===== config.mk =====
export PLATFORM = sky130hd
export DESIGN_NAME = uart_addr_rx
export DESIGN_NICKNAME = d
export VERILOG_FILES = /design/src/rtl/uart_arx_pkg.sv /design/src/rtl/rx_frame_fsm.sv /design/src/rtl/rx_break_det.sv /design/src/rtl/rx_accept.sv /design/src/rtl/uart_addr_rx.sv
export SDC_FILE = /design/constraint.sdc
export NUM_CORES = 1
export LEC_CHECK = 0
export ABC_CLOCK_PERIOD_IN_PS = 5650
export CAP_MARGIN = 20
export CORE_MARGIN = 4
export CORE_UTILIZATION = 61
export CTS_BUF_LIST = sky130_fd_sc_hd__clkbuf_8
export DETAILED_ROUTE_END_ITERATION = 6
export HOLD_SLACK_MARGIN = 0.08
export PLACE_DENSITY = 0.95
export SKIP_LAST_GASP = 1
export SLEW_MARGIN = 10
export SYNTH_ARGS = -nofsm -noshare
export SYNTH_HDL_FRONTEND = slang
export SYNTH_SLANG_ARGS = --single-unit

===== constraint.sdc =====
create_clock -name clk -period 5.65 [get_ports clk]
set_clock_uncertainty 0.1 [all_clocks]
set_input_delay 1.13 -clock clk [delete_from_list [all_inputs] [get_ports clk]]
set_output_delay 1.13 -clock clk [all_outputs]
set_load 0.02 [all_outputs]

===== src/rtl/uart_arx_pkg.sv =====
package uart_arx_pkg;

    // Frame receiver states
    typedef enum logic [2:0] {
        RX_IDLE  = 3'd0,
        RX_START = 3'd1,
        RX_DATA  = 3'd2,
        RX_STOP  = 3'd3,
        RX_BRKW  = 3'd4
    } rx_state_e;

endpackage


===== src/rtl/rx_frame_fsm.sv =====
module rx_frame_fsm
    import uart_arx_pkg::*;
#(
    parameter int OVS    = 16,
    parameter int DATA_W = 8
) (
    input  logic              clk,
    input  logic              rst_n,
    input  logic              tick,
    input  logic              rxd,
    input  logic              nine_bit,
    input  logic              brk_hit,
    output logic              done,
    output logic [DATA_W-1:0] f_data,
    output logic              f_bit9,
    output logic              f_stop
);

    localparam int CNT_W = $clog2(OVS);
    localparam int MID   = OVS / 2 - 1;
    localparam int IDX_W = $clog2(DATA_W + 2);
    localparam int SR_W  = DATA_W + 1;

    rx_state_e         state, state_n;
    logic [CNT_W-1:0]  tcnt;
    logic [IDX_W-1:0]  bidx;
    logic [SR_W-1:0]   shreg;
    logic [IDX_W-1:0]  last_idx;
    logic              at_mid, at_end;
    logic [CNT_W-1:0]  tcnt_wrap;

    assign last_idx  = nine_bit ? IDX_W'(DATA_W) : IDX_W'(DATA_W - 1);
    assign at_mid    = tick && (tcnt == CNT_W'(MID));
    assign at_end    = tick && (tcnt == CNT_W'(OVS - 1));
    assign tcnt_wrap = (tcnt == CNT_W'(OVS - 1)) ? '0 : tcnt + 1'b1;

    // Next-state decision
    always_comb begin
        state_n = state;
        if (brk_hit) begin
            state_n = RX_BRKW;
        end else begin
            unique case (state)
                RX_IDLE:  if (tick && !rxd) state_n = RX_START;
                RX_START: if (at_mid) state_n = rxd ? RX_IDLE : RX_DATA;
                RX_DATA:  if (at_end && (bidx == last_idx)) state_n = RX_STOP;
                RX_STOP:  if (at_end) state_n = RX_IDLE;
                RX_BRKW:  if (tick && rxd) state_n = RX_IDLE;
                default:  state_n = RX_IDLE;
            endcase
        end
    end

    // State register
    always_ff @(posedge clk or negedge rst_n) begin
        if (!rst_n) state <= RX_IDLE;
        else        state <= state_n;
    end

    // Counters, shifter and frame outputs
    always_ff @(posedge clk or negedge rst_n) begin
        if (!rst_n) begin
            tcnt   <= '0;
            bidx   <= '0;
            shreg  <= '0;
            done   <= 1'b0;
            f_data <= '0;
            f_bit9 <= 1'b0;
            f_stop <= 1'b0;
        end else begin
            done <= 1'b0;
            if (brk_hit) begin
                tcnt <= '0;
                bidx <= '0;
            end else begin
                unique case (state)
                    RX_IDLE: begin
                        tcnt <= '0;
                        bidx <= '0;
                    end
                    RX_START: begin
                        if (tick) tcnt <= at_mid ? '0 : tcnt + 1'b1;
                    end
                    RX_DATA: begin
                        if (tick) tcnt <= tcnt_wrap;
                        if (at_end) begin
                            shreg <= {rxd, shreg[SR_W-1:1]};
                            bidx  <= bidx + 1'b1;
                        end
                    end
                    RX_STOP: begin
                        if (tick) tcnt <= tcnt_wrap;
                        if (at_end) begin
                            done   <= 1'b1;
                            f_stop <= rxd;
                            if (nine_bit) begin
                                f_data <= shreg[DATA_W-1:0];
                                f_bit9 <= shreg[DATA_W];
                            end else begin
                                f_data <= shreg[DATA_W:1];
                                f_bit9 <= rxd;
                            end
                        end
                    end
                    RX_BRKW: tcnt <= '0;
                    default: tcnt <= '0;
                endcase
            end
        end
    end

    AST_FALSE_START: assert property (@(posedge clk) disable iff (!rst_n)
        (state == RX_START && at_mid && rxd && !brk_hit) |=> (state == RX_IDLE));

    AST_DONE_PULSE: assert property (@(posedge clk) disable iff (!rst_n)
        done |=> !done);

    AST_BRK_WAIT: assert property (@(posedge clk) disable iff (!rst_n)
        brk_hit |=> (state == RX_BRKW));

endmodule


===== src/rtl/rx_break_det.sv =====
module rx_break_det #(
    parameter int OVS      = 16,
    parameter int BRK_BITS = 11
) (
    input  logic clk,
    input  logic rst_n,
    input  logic tick,
    input  logic rxd,
    input  logic stat_clr,
    output logic brk_hit,
    output logic break_flag
);

    localparam int LIM  = OVS * BRK_BITS;
    localparam int BC_W = $clog2(LIM + 1);

    logic [BC_W-1:0] lcnt;

    assign brk_hit = tick && !rxd && (lcnt == BC_W'(LIM - 1));

    // Count consecutive low ticks, saturating so the break fires once
    always_ff @(posedge clk or negedge rst_n) begin
        if (!rst_n) begin
            lcnt <= '0;
        end else if (tick) begin
            if (rxd)                      lcnt <= '0;
            else if (lcnt != BC_W'(LIM))  lcnt <= lcnt + 1'b1;
        end
    end

    always_ff @(posedge clk or negedge rst_n) begin
        if (!rst_n)        break_flag <= 1'b0;
        else if (brk_hit)  break_flag <= 1'b1;
        else if (stat_clr) break_flag <= 1'b0;
    end

    AST_BRK_STICKY: assert property (@(posedge clk) disable iff (!rst_n)
        (break_flag && !stat_clr) |=> break_flag);

    AST_BRK_CLEARED: assert property (@(posedge clk) disable iff (!rst_n)
        (stat_clr && !brk_hit) |=> !break_flag);

endmodule


===== src/rtl/rx_accept.sv =====
module rx_accept #(
    parameter int DATA_W = 8
) (
    input  logic              clk,
    input  logic              rst_n,
    input  logic              done,
    input  logic [DATA_W-1:0] f_data,
    input  logic              f_bit9,
    input  logic              f_stop,
    input  logic              nine_bit,
    input  logic              mp_en,
    input  logic [DATA_W-1:0] own_addr,
    input  logic [DATA_W-1:0] addr_mask,
    input  logic              flag_clr,
    input  logic              stat_clr,
    output logic [DATA_W-1:0] rx_data,
    output logic              rx_bit9,
    output logic              rx_flag,
    output logic              frame_err
);

    logic [DATA_W-1:0] bcast;
    logic              given_hit, bcast_hit, pass, load, flag_busy;

    assign bcast     = own_addr | addr_mask;
    assign given_hit = ((f_data ^ own_addr) & addr_mask) == '0;
    assign bcast_hit = ((f_data ^ bcast) & bcast) == '0;
    assign flag_busy = rx_flag && !flag_clr;

    always_comb begin
        if (nine_bit) pass = !mp_en || (f_bit9 && (given_hit || bcast_hit));
        else          pass = !mp_en || f_stop;
        load = done && !flag_busy && pass;
    end

    always_ff @(posedge clk or negedge rst_n) begin
        if (!rst_n) begin
            rx_data <= '0;
            rx_bit9 <= 1'b0;
            rx_flag <= 1'b0;
        end else if (load) begin
            rx_data <= f_data;
            rx_bit9 <= f_bit9;
            rx_flag <= 1'b1;
        end else if (flag_clr) begin
            rx_flag <= 1'b0;
        end
    end

    always_ff @(posedge clk or negedge rst_n) begin
        if (!rst_n)                frame_err <= 1'b0;
        else if (done && !f_stop)  frame_err <= 1'b1;
        else if (stat_clr)         frame_err <= 1'b0;
    end

    AST_OVERRUN_HOLD: assert property (@(posedge clk) disable iff (!rst_n)
        (rx_flag && !flag_clr) |=> ($stable(rx_data) && rx_flag));

    AST_MP_DATA_DROP: assert property (@(posedge clk) disable iff (!rst_n)
        (done && nine_bit && mp_en && !f_bit9 && !rx_flag) |=> !rx_flag);

    AST_ADDR_MISS: assert property (@(posedge clk) disable iff (!rst_n)
        (done && nine_bit && mp_en && !given_hit && !bcast_hit && !rx_flag) |=> !rx_flag);

    AST_FE_SET: assert property (@(posedge clk) disable iff (!rst_n)
        (done && !f_stop) |=> frame_err);

    AST_SET_WINS: assert property (@(posedge clk) disable iff (!rst_n)
        (done && pass && flag_clr) |=> rx_flag);

endmodule


===== src/rtl/uart_addr_rx.sv =====
module uart_addr_rx #(
    parameter int OVS      = 16,
    parameter int DATA_W   = 8,
    parameter int BRK_BITS = 11
) (
    input  logic              clk,
    input  logic              rst_n,
    input  logic              baud_tick16,
    input  logic              rxd,
    input  logic              nine_bit,
    input  logic              mp_en,
    input  logic [DATA_W-1:0] own_addr,
    input  logic [DATA_W-1:0] addr_mask,
    input  logic              flag_clr,
    input  logic              stat_clr,
    output logic [DATA_W-1:0] rx_data,
    output logic              rx_bit9,
    output logic              rx_flag,
    output logic              frame_err,
    output logic              break_flag
);

    logic              brk_hit;
    logic              done;
    logic [DATA_W-1:0] f_data;
    logic              f_bit9, f_stop;

    rx_break_det #(.OVS(OVS), .BRK_BITS(BRK_BITS)) u_brk (
        .clk        (clk),
        .rst_n      (rst_n),
        .tick       (baud_tick16),
        .rxd        (rxd),
        .stat_clr   (stat_clr),
        .brk_hit    (brk_hit),
        .break_flag (break_flag)
    );

    rx_frame_fsm #(.OVS(OVS), .DATA_W(DATA_W)) u_fsm (
        .clk      (clk),
        .rst_n    (rst_n),
        .tick     (baud_tick16),
        .rxd      (rxd),
        .nine_bit (nine_bit),
        .brk_hit  (brk_hit),
        .done     (done),
        .f_data   (f_data),
        .f_bit9   (f_bit9),
        .f_stop   (f_stop)
    );

    rx_accept #(.DATA_W(DATA_W)) u_acc (
        .clk       (clk),
        .rst_n     (rst_n),
        .done      (done),
        .f_data    (f_data),
        .f_bit9    (f_bit9),
        .f_stop    (f_stop),
        .nine_bit  (nine_bit),
        .mp_en     (mp_en),
        .own_addr  (own_addr),
        .addr_mask (addr_mask),
        .flag_clr  (flag_clr),
        .stat_clr  (stat_clr),
        .rx_data   (rx_data),
        .rx_bit9   (rx_bit9),
        .rx_flag   (rx_flag),
        .frame_err (frame_err)
    );

endmodule


After elaboration in Yosys (flattened, before gate mapping):

Index checks and enable logic that the tools add are counted.

* bits in registers: 51
* bits in latches: 0
* memory bits (writable): 0
* memory bits (read-only): 0
* input port bits: 24
* output and inout bits: 12
* logic and storage cells: 105
* memories kept: 0

* add/sub/neg operators: 3
* multipliers: 0
* div/mod/pow operators: 0
* magnitude comparators: 0
* eq/ne operators: 17
* shifts and indexed selects: 0
* muxes and demuxes: 31
* bitwise operators: 6
* reduce and logical (&&, ||, !) cells: 34

Operators by type and width (count)
* 2-to-1 mux 4 bit: 8
* 2-to-1 mux 8 bit: 3
* 2-to-1 mux 3 bit: 6
* AND 8 bit: 2
* zero test 8 bit: 2
* one-hot mux 4 bit (2 select lines): 2
* XOR 8 bit: 2
* inequality test 3 x 2 -> 1 bit, second input constant: 5
* one-hot mux 3 bit (5 select lines): 1
* logical AND 1 bit: 11
* 2-to-1 mux 1 bit: 10
* adder 4 x 1 -> 4 bit, second input constant: 2
* adder 8 x 1 -> 8 bit, second input constant: 1
* == test 8 bit, second input constant: 1
* inequality test 8 bit, second input constant: 1
* OR 8 bit: 1
* nonzero test 2 bit: 4
* == test 3 x 2 -> 1 bit, second input constant: 2
* inequality test 3 bit, second input constant: 2
* AND reduction 2 bit: 3
* AND reduction 3 bit: 2
* zero test 1 bit: 5
* AND reduction 5 bit: 1
* == test 4 x 3 -> 1 bit, second input constant: 1
* 11 further kinds: 13

Longest topological paths before layout:

Gate-level depths: netlist of the first run.

* depth in word-level cells: 10
* mapped depth: 8
* gate-level depth less buffers: 7

Hierarchy:

Synthesis of the first run repeated with hierarchy kept, for this count alone.

* cell total of the unflattened synthesis: 249
* area, all modules: 2736.4 µm²

By module, submodules not included
* rx_frame_fsm: instances 1, cells each 131, area an instance 1512.7 µm², seq. area each 775.7 µm²
* rx_accept: instances 1, cells each 64, area an instance 676.9 µm², seq. area each 275.3 µm²
* rx_break_det: instances 1, cells each 54, area an instance 546.8 µm², seq. area each 225.2 µm²

Least setup slack after synthesis of the first run:

OpenSTA, ideal clock, no wires.

* path type: input to register
* start point: input baud_tick16
* end point: register u_fsm.shreg[0]
* library setup time: 0.125 ns
* data arrival time: 2.524 ns
* required time: 5.425 ns
* slack: 2.901 ns
* cell stages on the path: 7
* path buffers: 3
* path through: buf_2 > and4_1 > and3_1 > buf_4 > nor4_4 > buf_4 > mux2_2

* longest elaborated chain between the ends: 4
* elaborated cells between the ends (all ways): 5
* those cells by class: bitwise (1); reduce/logical (4)

Ends and longest elaborated chain
* start, declared: line uart_addr_rx.sv:8 `input logic baud_tick16,`
* logical AND 1 bit (2 in a row): line rx_break_det.sv:19 `assign brk_hit = tick && !rxd && (lcnt == BC_W'(LIM - 1));`
* NOT 1 bit (no source line)
* AND reduction 3 bit (no source line) (*)
* end signal, assigned: line rx_frame_fsm.sv:87 `shreg <= {rxd, shreg[SR_W-1:1]};`
* end, declared: line rx_frame_fsm.sv:27 `logic [SR_W-1:0] shreg;`

Mark *: on every way between the ends. The rest lies on a longest branch, timed or not.
A chain may end at the register's enable or synchronous reset.

Worst setup path after layout of the first run:

* start point: input rxd
* end point: register u_fsm.f_stop

* longest elaborated chain between the ends: 5

Ends and longest elaborated chain
* start, declared: line uart_addr_rx.sv:9 `input logic rxd,`
* zero test 1 bit: line rx_break_det.sv:19
* logical AND 1 bit (2 in a row): line rx_break_det.sv:19
* NOT 1 bit (no source line)
* AND reduction 3 bit (no source line)
* end signal, assigned: line rx_frame_fsm.sv:95 `f_stop <= rxd;`
* end, declared: line rx_frame_fsm.sv:16 `output logic f_stop`

Parallel ways exist; a longest one is shown, timed or not.

==> results of run 1 <==
## cell type report
type	count	area [µm²]
sequential	51	1280
tap	50	62.6
multi-input combinational	175	1280
timing repair buffer	36	365
clock buffer	6	82.6
fill	255	968
inverter	11	41.3
clock inverter	2	35.0
## layout by cell type (no fill, tap or decap), drive strengths merged, types with 5 or more instances in the layout
cell and n:
mux2 20, a21oi 15, clkbuf 6, nand3 7
o21ai 5, inv 11, xor2 13, or3 5
nor3 6, clkdlybuf4s50 34, nand2 10, dfrtp 51
mux2i 9, nor2 27
## Yosys cell counts (all sizes together) (6+ instances only)
master,count
clkbuf,6
xor2,13
dfrtp,51
buf,7
nand3,7
nor2,27
mux2i,9
mux2,20
inv,11
a21oi,15
nand2,10
nor3,6
## worst paths after layout
kind / slack (ns) / endpoint
max in group asynchronous: 4.32 / u_brk.lcnt[2]
hold reg to reg: 0.41 / u_acc.rx_data[4]
min in group asynchronous: 0.61 / u_brk.break_flag
hold / removal: 0.41 / u_acc.rx_data[4]
setup reg to reg: 3.02 / u_fsm.f_stop
setup / recovery: 2.26 / u_fsm.f_stop
## power groups by stage
stage	Sequential, mW	Clock (mW)	Combinational (mW)
after global routing	0.437	0.284	0.151
final	0.431	0.263	0.134
after global placement	0.435	0	0.124
after CTS	0.430	0.266	0.132
after floorplan	0.416	0	0.104
after detailed placement	0.437	0	0.131
## registers in the layout (all words and copies together) (netlist names)
name	count
u_fsm.shreg	9
u_fsm.bidx	4
u_fsm.done	1
u_brk.lcnt	8
u_acc.rx_data	8
u_fsm.f_data	8
u_fsm.state	3
u_fsm.f_stop	1
u_fsm.f_bit9	1
u_acc.frame_err	1
u_brk.break_flag	1
u_acc.rx_flag	1
u_acc.rx_bit9	1
u_fsm.tcnt	4
## metrics by stage
step / utilization (%) / power (mW) / hold slack, ns / setup WS, ns
finish: 76.5 / 0.828 / 0.414 / 2.26
global route: 76.5 / 0.873 / 0.440 / 2.12
CTS: 76.0 / 0.828 / 0.416 / 2.29
detailed placement: 73.1 / 0.567 / 0.395 / 1.96
global placement: 73.1 / 0.559 / 0.390 / 2.02
floorplan: - / 0.520 / 0.380 / 2.90
## worst register-to-register path, cell delays in order (launching register included)
cell	delay (ns)
dfrtp_1	0.43
ha_1	0.24
and4_1	0.22
and3_1	0.31
nor4b_4	0.81
mux2_2	0.41
## kinds of logic after synthesis
group           Yosys count  share of synthesized area (%)
xor+xnor                 16                           5.24
simple gates             75                           15.5
mux                      29                           11.8
fa+ha+maj                 4                           1.87
buf+inv                  24                           4.21
flops                    51                           47.8
compound gates           51                           13.6
## metal layers
layer / wire length [µm] / global-route usage, %
met5: 0 / 0
met4: 95 / 8.25
met3: 449 / 5.68
met2: 2550 / 32.9
met1: 2490 / 30.6
==> impl_metrics.py, run 1 <==
metrics = {
    "die": {
        "dieArea_um2": 5500,
        "io_pins": 36,
        "die_x_um": 74.2,
        "die_y_um": 74.2,
        "start_util_pct": 64.9,
        "num_rows": 23,
        "core_area_um2": 4120,
    },
    "synthesis": {
        "synthCells": 250,
        "synth_area_um2": 2670,
        "ys_types": 48,
        "synth_edf_count": 0,
        "yosysWarnings": 0,
        "yosys.area.top_type_share_pct": 47.8,
        "async_flop_share_pct": 100,
        "netlist_top_cells_area": "dfrtp_1, mux2_2, xor2_1, nor2_1, mux2i_1",
        "avgSynthCellArea_um2": 10.7,
        "synth_nets": 278,
        "yosysTopAreaCell": "dfrtp_1",
        "synth_ff_type": "dfrtp_1",
        "synth_seq_cells": 51,
        "ys_seq_area_share_pct": 47.8,
    },
    "power_and_ir_drop": {
        "p_int_mw": 0.601,
        "p_leak_nw": 1.45,
        "power_frac_clock_pct": 31.7,
        "sw_frac_of_total_pct": 27.4,
        "power_density_nw_per_um2": 263,
        "p_sw_mw": 0.227,
        "seq_power_share_pct": 52.1,
        "ir_drop_v": 0.000204,
        "combPwrFrac_pct": 16.2,
    },
    "setup_path": {
        "rr_startpoint": "u_brk.lcnt[0]",
        "startpoint": "rxd",
        "worstPathMaxFanout": 20,
        "r2r_cells": 5,
        "crit_buf_inv": 1,
        "crit_chain": "clkdlybuf4s50_1, nor3b_1, and3_1, nor4b_4, mux2_2",
        "cp_top_family": "simple AND/OR/NAND/NOR gates",
        "critical_path_arrival_ns": 3.48,
        "worstSetupEndpointType": "flop",
        "cp-start-kind": "primary input",
        "cpMaxStageDelayCell": "nor4b_4",
        "crit_required_ns": 5.74,
        "critPathKind": "primary input to flop",
        "cp.depth": 5,
        "cp_slowest_stage_delay_ns": 0.81,
    },
    "final_layout": {
        "final_layout_size_suffix_gt1_share_pct": 12.8,
        "syn_to_final_growth_pct": 17.7,
        "final_cells": 331,
        "final_nets": 308,
        "antenna_cells": 0,
        "final_cell_area_um2": 3150,
    },
    "clock_tree": {
        "cts_max_path_buffers": 2,
        "htreeDepth": 2,
        "cts_tree": "done",
        "hold_buffers": 0,
        "clock-sinks": 51,
        "numCtsBuffers": 5,
        "post_cts_buffers": 0,
        "clk_pin_slew_ns": 0.09,
        "post_cts_resized": 0,
        "cts-root-buf": "clkbuf_8",
        "clk_latency_ns": 0.31,
    },
    "grt": {
        "grt_max_degree": 52,
        "antenna_found_initial": 0,
        "grt_pass1_wl_um": 9140,
        "gr-total-overflow": 0,
        "gr-usage-all-layers_pct": 21.9,
        "grt_pass1_vias": 1947,
    },
    "timing": {
        "slew_headroom_pct": 42.4,
        "fin_setup_tns_ns": 0,
        "finalHoldViolations": 0,
        "period_share_pct": 60.0,
        "tightest_slew_ns": 0.860,
        "post-route-min-period_ns": 3.39,
        "fmax_mhz": 295,
        "rsz0062_at_grt": "no",
        "finalSetupViolCount": 0,
        "drv_slew": 0,
    },
    "hold_path": {
        "holdCritStartpoint": "u_acc.rx_data[4]",
        "hold_path_class": "flop to flop",
        "whs_path_depth": 1,
    },
    "flow_run": {
        "cap_violations": 0,
    },
    "place": {
        "gp_congestion": 0.852,
        "portBuffers": 35,
        "dp.final_hpwl_um": 3930,
        "place_inst": 322,
        "place_area_um2": 3010,
    },
    "detailed_routing": {
        "antenna_left": 0,
        "avgRoutedWirePerCell_um": 16.8,
        "routed_wl_um": 5580,
        "drc": 0,
        "dr_total_vias": 2060,
        "drt_iter0_markers": 163,
        "viasPerCell": 6.22,
        "dr.pass1.iters": 4,
    },
    "outcome": {
        "status": "finished clean",
    },
}
Note: power is estimated with default switching activity, not from simulation.
==> inputs of run 2 (changes only) <==
- ABC_CLOCK_PERIOD_IN_PS: 5650 -> 2700
- CORE_UTILIZATION: 61 -> 51
- PLACE_DENSITY: 0.95 -> 0.86
- clock period: 5.65 -> 2.7 ns (I/O delays scaled with it)
==> impl_metrics.py, run 2 (synthesis gave the netlist of run 1 again) <==
metrics = {
    "timing": {
        "drv_slew": 0,
        "fmax_mhz": 415,
        "period_share_pct": 89.3,
        "rsz0062_at_grt": "no",
        "fin_setup_tns_ns": 0,
        "finalSetupViolCount": 0,
        "post-route-min-period_ns": 2.41,
        "finalHoldViolations": 0,
        "tightest_slew_ns": 0.407,
        "slew_headroom_pct": 72.9,
    },
    "die": {
        "dieArea_um2": 6460,
        "die_y_um": 80.4,
        "core_area_um2": 5110,
        "num_rows": 26,
        "die_x_um": 80.4,
        "start_util_pct": 52.3,
        "io_pins": 36,
    },
    "setup_path": {
        "critPathKind": "primary input to flop",
        "worstSetupEndpointType": "flop",
        "cp-start-kind": "primary input",
        "rr_startpoint": "u_brk.lcnt[0]",
        "worstPathMaxFanout": 9,
        "crit_required_ns": 2.79,
        "reg2reg_setup_slack_ns": 0.51,
        "critical_path_arrival_ns": 2.50,
        "startpoint": "own_addr[7]",
    },
    "clock_tree": {
        "cts_tree": "done",
        "cts-root-buf": "clkbuf_8",
        "clk_latency_ns": 0.30,
        "clock-sinks": 51,
        "hold_buffers": 0,
        "post_cts_resized": 0,
        "post_cts_buffers": 0,
        "numCtsBuffers": 5,
        "htreeDepth": 2,
        "cts_max_path_buffers": 2,
        "clk_pin_slew_ns": 0.09,
    },
    "flow_run": {
        "cap_violations": 0,
    },
    "detailed_routing": {
        "drt-met1-wl_um": 2460,
        "wl_met2_um": 2590,
        "antenna_left": 0,
        "avgRoutedWirePerCell_um": 15.2,
        "viasPerCell": 5.55,
        "drt_iter0_markers": 129,
        "drc": 0,
        "top_layer_used": "met4",
        "dr.pass1.iters": 4,
        "routed_wl_um": 5440,
        "routed-wl-met3_um": 294,
        "dr_total_vias": 1988,
    },
    "grt": {
        "grt_max_degree": 52,
        "gr-usage-all-layers_pct": 18.0,
        "gr-total-overflow": 0,
        "grt_pass1_wl_um": 9030,
        "antenna_found_initial": 0,
        "grt_pass1_vias": 1932,
    },
    "place": {
        "place_area_um2": 3110,
        "dp.final_hpwl_um": 3990,
        "portBuffers": 35,
        "place_inst": 351,
        "gp_congestion": 0.872,
    },
    "final_layout": {
        "final_layout_size_suffix_gt1_share_pct": 14.6,
        "final_cells": 358,
        "regMostFlops": "u_fsm.shreg",
        "syn_to_final_growth_pct": 20.4,
        "nFillCells": 390,
        "most-common-layout-cells": "dfrtp_1, clkdlybuf4s50_1, nor2_1",
        "largest_reg_flops": 9,
        "final_cell_area_um2": 3220,
        "final_common_cell": "dfrtp_1",
        "final_nets": 316,
        "antenna_cells": 0,
    },
    "outcome": {
        "status": "finished clean",
    },
    "power_and_ir_drop": {
        "ir_drop_v": 0.000230,
        "p_leak_nw": 1.48,
        "power_density_nw_per_um2": 524,
    },
    "hold_path": {
        "hold_path_class": "primary input to async pin",
    },
}
[run 2: cell types whose count changed in the layout (fill, tap and decap cells not counted), sizes merged]
cell / change
clkinv: -1
buf: +8
inv: +1
clkbuf: -1
[run 2: area by class of cell]
type                            count  area (µm²)  area share [%]
Multi-Input combinational cell    175        1280            39.9
Sequential cell                    51        1280            39.7
Timing Repair Buffer               44         425            13.2
Tap cell                           70        87.6            2.72
Clock buffer                        5        68.8            2.14
Inverter                           11        41.3            1.28
Clock inverter                      2        33.8            1.05
[run 2: final timing paths]
path,to,depth (start not counted)
max in group asynchronous,u_fsm.f_bit9,2
max reg2reg,u_fsm.shreg[1],6
min reg2reg,u_fsm.shreg[0],1
min,u_fsm.state[2],2
min in group clk,u_fsm.shreg[0],1
max,u_acc.rx_data[0],6
[run 2: where the power goes]
group,switching [mW],internal [mW],leakage (nW)
Clock,0.232,0.268,0.0554
Sequential,0.0878,0.817,0.697
Combinational,0.137,0.145,0.729
[run 2: critical path, stage by stage]
cell and delay (ns):
clkdlybuf4s50_1 0.43, o21bai_1 0.20, o2111ai_1 0.13, or3_4 0.43, a31oi_4 0.37, mux2_2 0.39
[run 2: metrics by stage]
step / power [mW] / util, % / worst slack [ns] / hold WS (ns)
5_1_grt: 1.79 / 63.0 / 0.218 / 0.114
4_1_cts: 1.70 / 63.0 / 0.286 / 0.122
3_3_place_gp: 1.18 / 61.0 / 0.0395 / 0.389
3_5_place_dp: 1.20 / 61.0 / -0.00946 / 0.398
2_1_floorplan: 1.09 / - / 0.541 / 0.144
6_report: 1.69 / 63.0 / 0.289 / 0.112
[run 2: routing by layer]
metal / global-route usage [%] / up-vias
met5: 0 / -
met4: 5.91 / 0
met1: 24.4 / 954
met2: 28.5 / 54
li1: - / 971
met3: 3.92 / 9
==> inputs of run 3 (changes only) <==
- ABC_CLOCK_PERIOD_IN_PS: 2700 -> 2200
- clock period: 2.7 -> 2.2 ns (I/O delays scaled with it)
==> impl_metrics.py, run 3 (synthesis gave the netlist of run 1 again) <==
metrics = {
    "final_layout": {
        "final_nets": 336,
        "final_layout_size_suffix_gt1_share_pct": 21.0,
        "largest_reg_flops": 9,
        "final_cell_area_um2": 3420,
        "regMostFlops": "u_fsm.shreg",
        "nFillCells": 344,
        "syn_to_final_growth_pct": 27.9,
        "antenna_cells": 0,
        "final_cells": 379,
        "utilization_pct": 66.9,
        "final_common_cell": "dfrtp_1",
        "most-common-layout-cells": "dfrtp_1, nor2_1, buf_4",
    },
    "setup_path": {
        "critical_path_arrival_ns": 2.28,
        "crit_required_ns": 2.30,
        "worstSetupEndpointType": "flop",
        "critPathKind": "primary input to flop",
        "cp-start-kind": "primary input",
        "worstPathMaxFanout": 4,
    },
    "clock_tree": {
        "cts_tree": "done",
        "htreeDepth": 2,
        "clk_pin_slew_ns": 0.10,
        "clk_latency_ns": 0.31,
        "cts_max_path_buffers": 2,
        "numCtsBuffers": 5,
        "clock-sinks": 51,
        "hold_buffers": 0,
        "cts-root-buf": "clkbuf_8",
    },
    "power_and_ir_drop": {
        "ir_drop_v": 0.000330,
        "total_power_mw": 2.06,
        "p_leak_nw": 1.69,
        "power_density_nw_per_um2": 602,
    },
    "detailed_routing": {
        "routed_wl_um": 6340,
        "antenna_left": 0,
        "dr_total_vias": 2167,
        "viasPerCell": 5.72,
        "drt_iter0_markers": 140,
        "drc": 0,
        "avgRoutedWirePerCell_um": 16.7,
        "dr.pass1.iters": 4,
    },
    "grt": {
        "top_usage_layer": "met2",
        "gr-total-overflow": 0,
        "gr-usage-all-layers_pct": 19.1,
        "antenna_found_initial": 0,
        "use_met2_pct": 32.0,
        "grt_max_degree": 52,
        "grt_use_met1_pct": 24.5,
        "grt_pass1_vias": 2139,
        "use_met3_pct": 3.03,
        "grt_pass1_wl_um": 9680,
    },
    "hold_path": {
        "hold_path_class": "primary input to async pin",
    },
    "place": {
        "place_inst": 363,
        "pre_cts_slack_ns": -0.423,
        "portBuffers": 35,
        "dp.final_hpwl_um": 4190,
        "gp_congestion": 0.847,
        "place_area_um2": 3190,
    },
    "timing": {
        "tightest_slew_ns": 0.625,
        "post-route-min-period_ns": 2.18,
        "period_share_pct": 99.2,
        "fin_setup_tns_ns": 0,
        "slew_headroom_pct": 58.3,
        "finalHoldViolations": 0,
        "whs_ns": 0.117,
        "drv_slew": 0,
        "fmax_mhz": 458,
        "worst_slack_ns": 0.0186,
        "finalSetupViolCount": 0,
    },
    "die": {
        "io_pins": 36,
        "core_area_um2": 5110,
        "dieArea_um2": 6460,
        "die_x_um": 80.4,
        "die_y_um": 80.4,
        "num_rows": 26,
        "start_util_pct": 52.3,
    },
    "outcome": {
        "status": "finished clean",
    },
    "flow_run": {
        "cap_violations": 0,
    },
}
## run 3: where the power goes
group / leakage [nW] / switching (mW) / internal, mW
registers: 0.697 / 0.106 / 1.00
logic: 0.941 / 0.177 / 0.188
clock network: 0.0474 / 0.326 / 0.257
total: 1.69 / 0.609 / 1.45
## run 3: path summary, 6_finish.rpt
check	slack, ns	endpoint	from	cells past startpoint
setup / recovery	0.02	u_acc.rx_data[6]	own_addr[6]	7
min in group clk	0.42	u_fsm.shreg[0]	u_fsm.shreg[0]	1
max in group asynchronous	1.46	u_acc.rx_data[6]	rst_n	2
hold reg to reg	0.42	u_fsm.shreg[0]	u_fsm.shreg[0]	1
hold / removal	0.12	u_brk.lcnt[2]	rst_n	2
setup reg to reg	0.09	u_fsm.f_data[6]	u_brk.lcnt[1]	8
## run 3: area by class of cell
cell class | count | area (µm²) | share of cell area, %
Timing Repair Buffer | 64 | 624 | 18.3
Clock inverter | 2 | 16.3 | 0.476
Clock buffer | 6 | 82.6 | 2.42
Tap cell | 70 | 87.6 | 2.56
Inverter | 11 | 41.3 | 1.21
Sequential cell | 51 | 1280 | 37.3
Multi-Input combinational cell | 175 | 1290 | 37.7
## run 3: per-layer routing
metal | part of all wire (%) | routed length, µm | up-vias
met5 | 0 | 0 | -
met4 | 3.2 | 203 | 0
met3 | 4.1 | 260 | 21
met2 | 49 | 3120 | 62
met1 | 43 | 2750 | 1064
li1 | - | - | 1020
## run 3: what timing repair did
item	4_1_cts	5_1_grt
gates resized for setup	1	16
endpoints found under the hold margin	0	0
gates cloned	0	3
setup buffers	2	3
endpoints found under the setup margin	9	17
pin swaps	2	13
## run 3: worst max-delay path, stage by stage
cell and delay [ns]:
clkdlybuf4s50_1 0.43, xor2_1 0.16, a22oi_1 0.22, nand4_1 0.23, a31oi_4 0.27, clkbuf_16 0.18, mux2_2 0.33
